$ cat config.mk
export PLATFORM = sky130hd
export DESIGN_NAME = neuron_core
export DESIGN_NICKNAME = d
export VERILOG_FILES = /design/src/rtl/neuron_pkg.sv /design/src/rtl/neuron_weight_bank.sv /design/src/rtl/neuron_mac.sv /design/src/rtl/neuron_transfer.sv /design/src/rtl/neuron_core.sv
export SDC_FILE = /design/constraint.sdc
export NUM_CORES = 1
export LEC_CHECK = 0
export BUFFER_PORTS_ARGS = -buffer_cell sky130_fd_sc_hd__buf_2
export CORE_ASPECT_RATIO = 0.5
export CORE_MARGIN = 3
export CORE_UTILIZATION = 40
export CTS_CLUSTER_DIAMETER = 100
export DETAILED_ROUTE_END_ITERATION = 12
export PLACE_DENSITY = 0.63
export SYNTH_ARGS = -nofsm -noshare
export SYNTH_HDL_FRONTEND = slang
export SYNTH_SLANG_ARGS = --single-unit
export TNS_END_PERCENT = 1
$ cat constraint.sdc
create_clock -name clk -period 6.9 [get_ports clk]
set_clock_uncertainty 0.2 [all_clocks]
set_input_delay 0.69 -clock clk [delete_from_list [all_inputs] [get_ports clk]]
set_output_delay 0.69 -clock clk [all_outputs]
set_load 0.02 [all_outputs]
$ cat src/rtl/neuron_pkg.sv
package neuron_pkg;

    typedef enum logic [1:0] {
        ST_IDLE  = 2'd0,
        ST_MAC   = 2'd1,
        ST_SCALE = 2'd2,
        ST_EMIT  = 2'd3
    } nstate_t;

    typedef enum logic {
        XF_THRESH = 1'b0,
        XF_LINEAR = 1'b1
    } xfer_t;

endpackage

$ cat src/rtl/neuron_weight_bank.sv
module neuron_weight_bank #(
    parameter int N_SLOTS = 4,
    parameter int WT_W    = 8,
    parameter int AW      = 2
) (
    input  logic                    clk,
    input  logic                    rst_n,
    input  logic                    we,
    input  logic [AW-1:0]           waddr,
    input  logic signed [WT_W-1:0]  wdata,
    input  logic [AW-1:0]           raddr,
    output logic signed [WT_W-1:0]  rdata
);

    logic [N_SLOTS-1:0][WT_W-1:0] slot_q;

    for (genvar g = 0; g < N_SLOTS; g++) begin : g_slot
        always_ff @(posedge clk or negedge rst_n) begin
            if (!rst_n)
                slot_q[g] <= '0;
            else if (we && (waddr == AW'(g)))
                slot_q[g] <= wdata;
        end
    end

    assign rdata = $signed(slot_q[raddr]);

endmodule

$ cat src/rtl/neuron_mac.sv
module neuron_mac #(
    parameter int IN_W   = 8,
    parameter int WT_W   = 8,
    parameter int BIAS_W = 16,
    parameter int ACC_W  = 20
) (
    input  logic                      clk,
    input  logic                      rst_n,
    input  logic                      clear,
    input  logic signed [BIAS_W-1:0]  bias,
    input  logic                      step,
    input  logic [IN_W-1:0]           x,
    input  logic signed [WT_W-1:0]    w,
    output logic signed [ACC_W-1:0]   acc
);

    localparam int PROD_W = IN_W + WT_W + 1;

    logic signed [PROD_W-1:0] prod;

    always_comb begin
        prod = $signed({1'b0, x}) * w;
    end

    always_ff @(posedge clk or negedge rst_n) begin
        if (!rst_n)
            acc <= '0;
        else if (clear)
            acc <= ACC_W'(bias);
        else if (step)
            acc <= acc + ACC_W'(prod);
    end

endmodule

$ cat src/rtl/neuron_transfer.sv
module neuron_transfer
    import neuron_pkg::*;
#(
    parameter int ACC_W = 20,
    parameter int SH_W  = 4,
    parameter int OUT_W = 8
) (
    input  logic signed [ACC_W-1:0] sum,
    input  xfer_t                   mode,
    input  logic [SH_W-1:0]         shift,
    output logic [OUT_W-1:0]        y
);

    localparam logic signed [ACC_W-1:0] LIMIT = ACC_W'((1 << OUT_W) - 1);

    logic signed [ACC_W-1:0] shifted;

    always_comb begin
        shifted = sum >>> shift;
        y       = '0;
        unique case (mode)
            XF_THRESH: y = (sum > 0) ? '1 : '0;
            XF_LINEAR: begin
                if (shifted < 0)
                    y = '0;
                else if (shifted > LIMIT)
                    y = '1;
                else
                    y = shifted[OUT_W-1:0];
            end
        endcase
    end

endmodule

$ cat src/rtl/neuron_core.sv
module neuron_core
    import neuron_pkg::*;
#(
    parameter int N_INPUTS = 4,
    parameter int IN_W     = 8,
    parameter int WT_W     = 8,
    parameter int BIAS_W   = 16,
    parameter int SH_W     = 4,
    parameter int OUT_W    = 8,
    localparam int IDX_W   = (N_INPUTS > 1) ? $clog2(N_INPUTS) : 1,
    localparam int PROD_W  = IN_W + WT_W + 1,
    localparam int BASE_W  = (PROD_W > BIAS_W) ? PROD_W : BIAS_W,
    localparam int ACC_W   = BASE_W + IDX_W + 1
) (
    input  logic                        clk,
    input  logic                        rst_n,
    input  logic                        wt_we,
    input  logic [IDX_W-1:0]            wt_addr,
    input  logic signed [WT_W-1:0]      wt_data,
    input  logic                        in_valid,
    input  logic [N_INPUTS*IN_W-1:0]    in_vec,
    input  logic                        inhibit,
    input  logic                        mode_sel,
    input  logic [SH_W-1:0]             shift_amt,
    input  logic signed [BIAS_W-1:0]    bias,
    output logic                        busy,
    output logic                        out_valid,
    output logic [OUT_W-1:0]            out_value
);

    nstate_t                  state_q, state_d;
    logic [IDX_W-1:0]         idx_q;
    logic [N_INPUTS*IN_W-1:0] vec_q;
    logic                     inh_q;
    xfer_t                    mode_q;
    logic [SH_W-1:0]          shift_q;
    logic signed [BIAS_W-1:0] bias_q;
    logic [OUT_W-1:0]         res_q;

    logic                     accept;
    logic                     last_elem;
    logic [IN_W-1:0]          x_cur;
    logic signed [WT_W-1:0]   w_cur;
    logic signed [ACC_W-1:0]  acc;
    logic [OUT_W-1:0]         xfer_y;

    assign accept    = in_valid && (state_q == ST_IDLE);
    assign last_elem = (idx_q == IDX_W'(N_INPUTS - 1));
    assign x_cur     = vec_q[int'(idx_q)*IN_W +: IN_W];
    assign busy      = (state_q != ST_IDLE);

    // State register
    always_ff @(posedge clk or negedge rst_n) begin
        if (!rst_n)
            state_q <= ST_IDLE;
        else
            state_q <= state_d;
    end

    // Next-state logic
    always_comb begin
        state_d = state_q;
        unique case (state_q)
            ST_IDLE:  if (accept)    state_d = ST_MAC;
            ST_MAC:   if (last_elem) state_d = ST_SCALE;
            ST_SCALE:                state_d = ST_EMIT;
            ST_EMIT:                 state_d = ST_IDLE;
        endcase
    end

    // Captured operands and element index
    always_ff @(posedge clk or negedge rst_n) begin
        if (!rst_n) begin
            idx_q   <= '0;
            vec_q   <= '0;
            inh_q   <= 1'b0;
            mode_q  <= XF_THRESH;
            shift_q <= '0;
            bias_q  <= '0;
            res_q   <= '0;
        end else begin
            if (accept) begin
                idx_q   <= '0;
                vec_q   <= in_vec;
                inh_q   <= inhibit;
                mode_q  <= xfer_t'(mode_sel);
                shift_q <= shift_amt;
                bias_q  <= bias;
            end else if (state_q == ST_MAC && !last_elem) begin
                idx_q <= idx_q + 1'b1;
            end
            if (state_q == ST_SCALE)
                res_q <= xfer_y;
        end
    end

    // Output register
    always_ff @(posedge clk or negedge rst_n) begin
        if (!rst_n) begin
            out_valid <= 1'b0;
            out_value <= '0;
        end else begin
            out_valid <= (state_q == ST_EMIT);
            if (state_q == ST_EMIT)
                out_value <= inh_q ? '0 : res_q;
        end
    end

    neuron_weight_bank #(
        .N_SLOTS (N_INPUTS),
        .WT_W    (WT_W),
        .AW      (IDX_W)
    ) u_bank (
        .clk   (clk),
        .rst_n (rst_n),
        .we    (wt_we),
        .waddr (wt_addr),
        .wdata (wt_data),
        .raddr (idx_q),
        .rdata (w_cur)
    );

    neuron_mac #(
        .IN_W   (IN_W),
        .WT_W   (WT_W),
        .BIAS_W (BIAS_W),
        .ACC_W  (ACC_W)
    ) u_mac (
        .clk   (clk),
        .rst_n (rst_n),
        .clear (accept),
        .bias  (bias),
        .step  (state_q == ST_MAC),
        .x     (x_cur),
        .w     (w_cur),
        .acc   (acc)
    );

    neuron_transfer #(
        .ACC_W (ACC_W),
        .SH_W  (SH_W),
        .OUT_W (OUT_W)
    ) u_xfer (
        .sum   (acc),
        .mode  (mode_q),
        .shift (shift_q),
        .y     (xfer_y)
    );

endmodule

* After elaboration in Yosys (flattened, before gate mapping) *
Cells that the tools add are included.
W data, S select, Z words.

storage, ports and cells
  flip-flop bits (word level) = 111
  input port bits = 68
  output and inout bits = 10
  word-level logic and storage cells = 60

cells by class
  $add $sub $neg = 2
  multipliers = 1
  magnitude comparators = 4
  equal/unequal tests = 9
  shift operators = 2
  muxes and demuxes = 14
  bitwise logic cells = 1
  reductions and logical operators = 13

operators with widths
  operator               number
  $mux W20               2
  $mux W8                5
  $shiftx A32 B6 Y8      1
  $add A20 B17 Y20       1
  $gt A20 B1 Y1 const B  1
  $gt A20 B9 Y1 const B  1
  $lt A20 B1 Y1 const B  1
  $sshr A20 B4 Y20       1
  $mul A9 B8 Y17         1
  $bmux W8 S2            1
  $pmux W8 S2            1
  $eq A2 B2 Y1 const B   5
  $mux W2                4
  $pmux W2 S4            1
  $logic_and A1 B1 Y1    6
  $reduce_bool A2 Y1     3
  $eq A2 B1 Y1 const B   2
  $logic_not A2 Y1       2
  $ne A2 B2 Y1 const B   2
  $lt A2 B3 Y1 const B   1
  $add A2 B1 Y2 const B  1
  $reduce_and A2 Y1      1
  $logic_not A1 Y1       1
  $not A1 Y1             1

* Logic depth before layout (Yosys ltp) *
  word-level depth = 6
  mapped depth = 22
  gate-level depth less buffers = 21

* Cells and area by module *
From an unflattened synthesis, not the netlist that was laid out.

unflattened totals
  cell total of the unflattened synthesis = 785
  area, all modules = 8,994.9 µm²

modules (own cells, without submodules)
  module              instances  cells each  area each (µm²)  sequential area each (µm²)
  neuron_mac          1          426         3,833.7          500.5
  neuron_core         1          165         2,723.9          1,476.4
  neuron_weight_bank  1          78          1,401.3          800.8
  neuron_transfer     1          116         1,036.0          0.0

* Worst setup path after synthesis *
No wires, ideal clock.

  path type = reg2reg
  start = register idx_q[0]
  end = register u_mac.acc[18]
  library setup time = 0.099 ns
  data arrival time = 5.635 ns
  data required time = 6.601 ns
  slack = 0.965 ns
  stages on the path, launching flop included = 19
  path buffers = 2
  period minus slack after synthesis = 5.935 ns
  cells stage by stage = dfrtp_1 buf_2 buf_2 mux4_2 nand2_1 fa_1 fa_1 inv_1 fa_1 fa_1 fa_1 ha_1 o21ai_0 o21bai_1 o2111ai_1 a31oi_1 o31ai_1 xor2_1 a311oi_1

on the way
  cells in the longest elaborated chain, start to end = 6
  elaborated cells on any way between the ends = 7
  classes of those cells = add/sub (1); mul (1); shift (1); mux (4)

RTL lines
  item                                                                       line               source
  start: declaration                                                         neuron_core.sv:32  logic [IDX_W-1:0] idx_q;
  start signal: assignment                                                   neuron_core.sv:90  idx_q <= idx_q + 1'b1;
  parallel branches: the longest is 2 deep, another holds $shiftx A32 B6 Y8  --
  $mul A9 B8 Y17 *                                                           neuron_mac.sv:22   prod = $signed({1'b0, x}) * w;
  $add A20 B17 Y20 *                                                         neuron_mac.sv:31   acc <= acc + ACC_W'(prod);
  $mux W20 *                                                                 neuron_mac.sv:30   else if (step)
  $mux W20 *                                                                 neuron_mac.sv:28   else if (clear)
  end signal: assignment                                                     neuron_mac.sv:29   acc <= ACC_W'(bias);
  end signal: assignment                                                     neuron_mac.sv:31
  end: declaration                                                           neuron_mac.sv:14   output logic signed [ACC_W-1:0] acc

Every way passes the cells marked *. The select of a mux whose other input is x is not followed.
A chain may end at the register's enable or synchronous reset.

* Worst setup path in the final report *
Same ends and word-level chain as after synthesis.

==> flow_summary_export.csv <==
group,metric,value,unit
global_routing,antenna_found_initial,2,
sta,setup_viol,0,
logic_synthesis,syn_nets,1034,
clock_network,cts_tree,"done",
global_routing,grt_use_total,17.59,%
die,pin_count,78,
route,wirelength,19.00,mm
placement,portBuffers,77,
min_path,hold_class,"in -> async",
logic_synthesis,yosysWarnings,0,
clock_network,post_cts_buffers,0,
clock_network,holdBufCountCts,0,
route,drt_first_pass_iters,4,
sta,finalSetupTns,0,ps
worst_setup_path,max_stage_delay,630,ps
global_routing,grt_max_degree,61,
worst_setup_path,cp-start-kind,"register",
die,dieWidth,210.5,µm
sta,slew_headroom,33.92,%
route,avgRoutedWirePerCell,16.06,µm
clock_network,htree_levels,3,
clock_network,post_cts_resized,0,
layout,nFillCells,1909,
placement,gp_congestion,0.8395,
logic_synthesis,synthTopCellsByCount,"162 x nand2_1, 111 x dfrtp_1, 80 x inv_1, 66 x ha_1, 51 x fa_1",
global_routing,gr-total-overflow,0,
logic_synthesis,synth_ff_type,"dfrtp_1",
logic_synthesis,ys_seq_elements,111,
sta,rsz0062_at_grt,"false",
die,fp.dieH,108.2,µm
global_routing,grt_pass1_vias,6240,
sta,layout_setup_ws,659.4,ps
layout,syn_to_final_growth,10.97,%
sta,max_freq,160.2,MHz
logic_synthesis,synth_seq_area_share,33.22,%
die,coreArea,19950,µm²
worst_setup_path,cpMostUsedCell,"fa_1",
clock_network,clock_path_buffers,2,
placement,place_ws,447.6,ps
sta,post-route-period-util,90.44,%
die,die_area,22780,µm²
logic_synthesis,netlist_area,8361,µm²
clock_network,clk_latency,360,ps
logic_synthesis,syn_area_per_cell,9.847,µm²
worst_setup_path,cp.required,6970,ps
worst_setup_path,critical-path-slowest-cell,"mux4_2",
worst_setup_path,path_cells,"buf_4, mux4_2, and2_1, fa_1, fa_1, inv_1, fa_1, inv_1, fa_1, ha_1, ha_1, a211oi_1, o21bai_1, o2111ai_1, a31oi_1, o31ai_1, xor2_1, a311oi_1",
worst_setup_path,timing_worst_setup_path_type,"reg -> reg",
logic_synthesis,ys_types,47,
sta,hold_viol,0,
sta,min_period,6241,ps
route,drtAntennaViolNets,0,
worst_setup_path,crit_fanout,10,
die,rows,36,
logic_synthesis,synth_top_area_share,33.22,%
logic_synthesis,synth_area_leaders,"dfrtp_1 33%, fa_1 12%, ha_1 9.9%",
logic_synthesis,synth_cells,849,
logic_synthesis,yosysMostFrequentCell,"nand2_1",
layout,insertedDiodeCount,0,
worst_setup_path,crit_arrival,6310,ps
layout,drive_above_1_share,17.45,%
logic_synthesis,synthArstFlopShare,100.0,%
route,num_vias,6088,
logic_synthesis,synth_enable_flop_cells,0,
clock_network,root_buffer,"clkbuf_16",
route,drt_iter0_markers,342,
logic_synthesis,yosysTopAreaCell,"dfrtp_1",
placement,dp_hpwl,14.67,mm
route,drc_errors,0,
route,avgViaCountPerCell,5.146,
global_routing,grt_pass1_wl,32.02,mm
status,status,"completed",
clock_network,path_clk_slew,80,ps
sta,worst_slew_pin_slew,991.2,ps
worst_setup_path,end_kind,"register",
run,max-cap-violations,0,
clock_network,cts.sinks,111,
clock_network,cts_buffers,9,
layout,nets,1098,
die,start_util,41.90,%
sta,slew_violations,0,
-- per-stage QoR --
stage | instance area (µm²) | utilization, % | hold WS [ps] | cells
floorplan | 8361 | - | 194.4 | 849
global placement | 9006 | 45.13 | 252.9 | 1168
detailed placement | 9006 | 45.13 | 257.2 | 1168
CTS | 9276 | 46.49 | 213.7 | 1183
global route | 9278 | 46.49 | 249.4 | 1183
finish | 9278 | 46.49 | 190.2 | 1183
-- flip-flops by register name, indices dropped and copies added, names as in the netlist, 2 cells and up --
name           cells
shift_q            4
idx_q              2
res_q              8
state_q            2
u_bank.slot_q     32
out_value          8
vec_q             32
u_mac.acc         20
-- final timing paths --
| kind | startpoint | endpoint | slack (ps) | cells past startpoint |
|---|---|---|---|---|
| setup / recovery | idx_q[0] | u_mac.acc[18] | 660 | 18 |
| hold / removal | rst_n | u_mac.acc[17] | 190 | 1 |
| setup reg to reg | idx_q[0] | u_mac.acc[18] | 660 | 18 |
| hold reg to reg | vec_q[21] | vec_q[21] | 280 | 2 |
| max in group asynchronous | rst_n | idx_q[0] | 5030 | 2 |
| min in group clk | vec_q[21] | vec_q[21] | 280 | 2 |
-- critical path: cells and delay by family (launching register included) --
kind | cells | cell delay, ps
fa+ha+maj | 6 | 2590
compound gates | 6 | 1450
mux | 1 | 630
flops | 1 | 570
buf+inv | 3 | 390
simple gates | 1 | 200
xor+xnor | 1 | 120
-- logic make-up (layout without fill, tap and decap cells) --
family / count (synthesis) / count (layout) / synth area share, %
xor+xnor: 19 / 19 / 1.990
simple gates: 278 / 278 / 15.16
flops: 111 / 111 / 33.22
mux: 86 / 86 / 13.54
compound gates: 126 / 126 / 8.710
buf+inv: 112 / 180 / 5.283
fa+ha+maj: 117 / 117 / 22.09
-- cell type report --
cell class	count	area, µm²	area share, %
Clock inverter	5	41.29	0.4450
Clock buffer	10	229.0	2.468
Sequential cell	111	2779	29.95
Multi-Input combinational cell	626	5151	55.52
Tap cell	266	332.8	3.587
Timing Repair Buffer	84	440.4	4.747
Inverter	81	304.0	3.277
-- placed cells by master (no fill, tap or decap), types with 5 or more instances in the layout --
cell,synthesis,final
xor2_1,6,6
dfrtp_1,111,110
nor3_1,8,8
mux2i_1,31,31
ha_1,66,66
mux2_2,36,36
a21o_1,5,5
a211oi_1,7,7
mux4_2,18,18
nand2b_1,5,5
xnor2_1,13,13
and2_1,28,28
clkbuf_16,0,9
nand2_1,162,161
nand3_1,6,6
o22ai_1,8,8
fa_1,51,51
o21ai_0,43,43
buf_2,5,76
nor2b_1,10,10
buf_4,0,8
inv_1,80,80
nor2_1,34,33
nand3b_1,10,10
a21oi_1,45,45
-- metal layers --
| metal | vias up | track usage, % | part of all wire (%) |
|---|---|---|---|
| met5 | - | 0 | 0.14 |
| met3 | 18 | 4.232 | 4.2 |
| met2 | 98 | 28.13 | 44 |
| met1 | 2985 | 24.76 | 50 |
| met4 | 4 | 3.294 | 0.91 |
| li1 | 2983 | - | - |
Power is not shown: default switching activity piles up to over one toggle a cycle in this logic, so the estimate is an artifact.
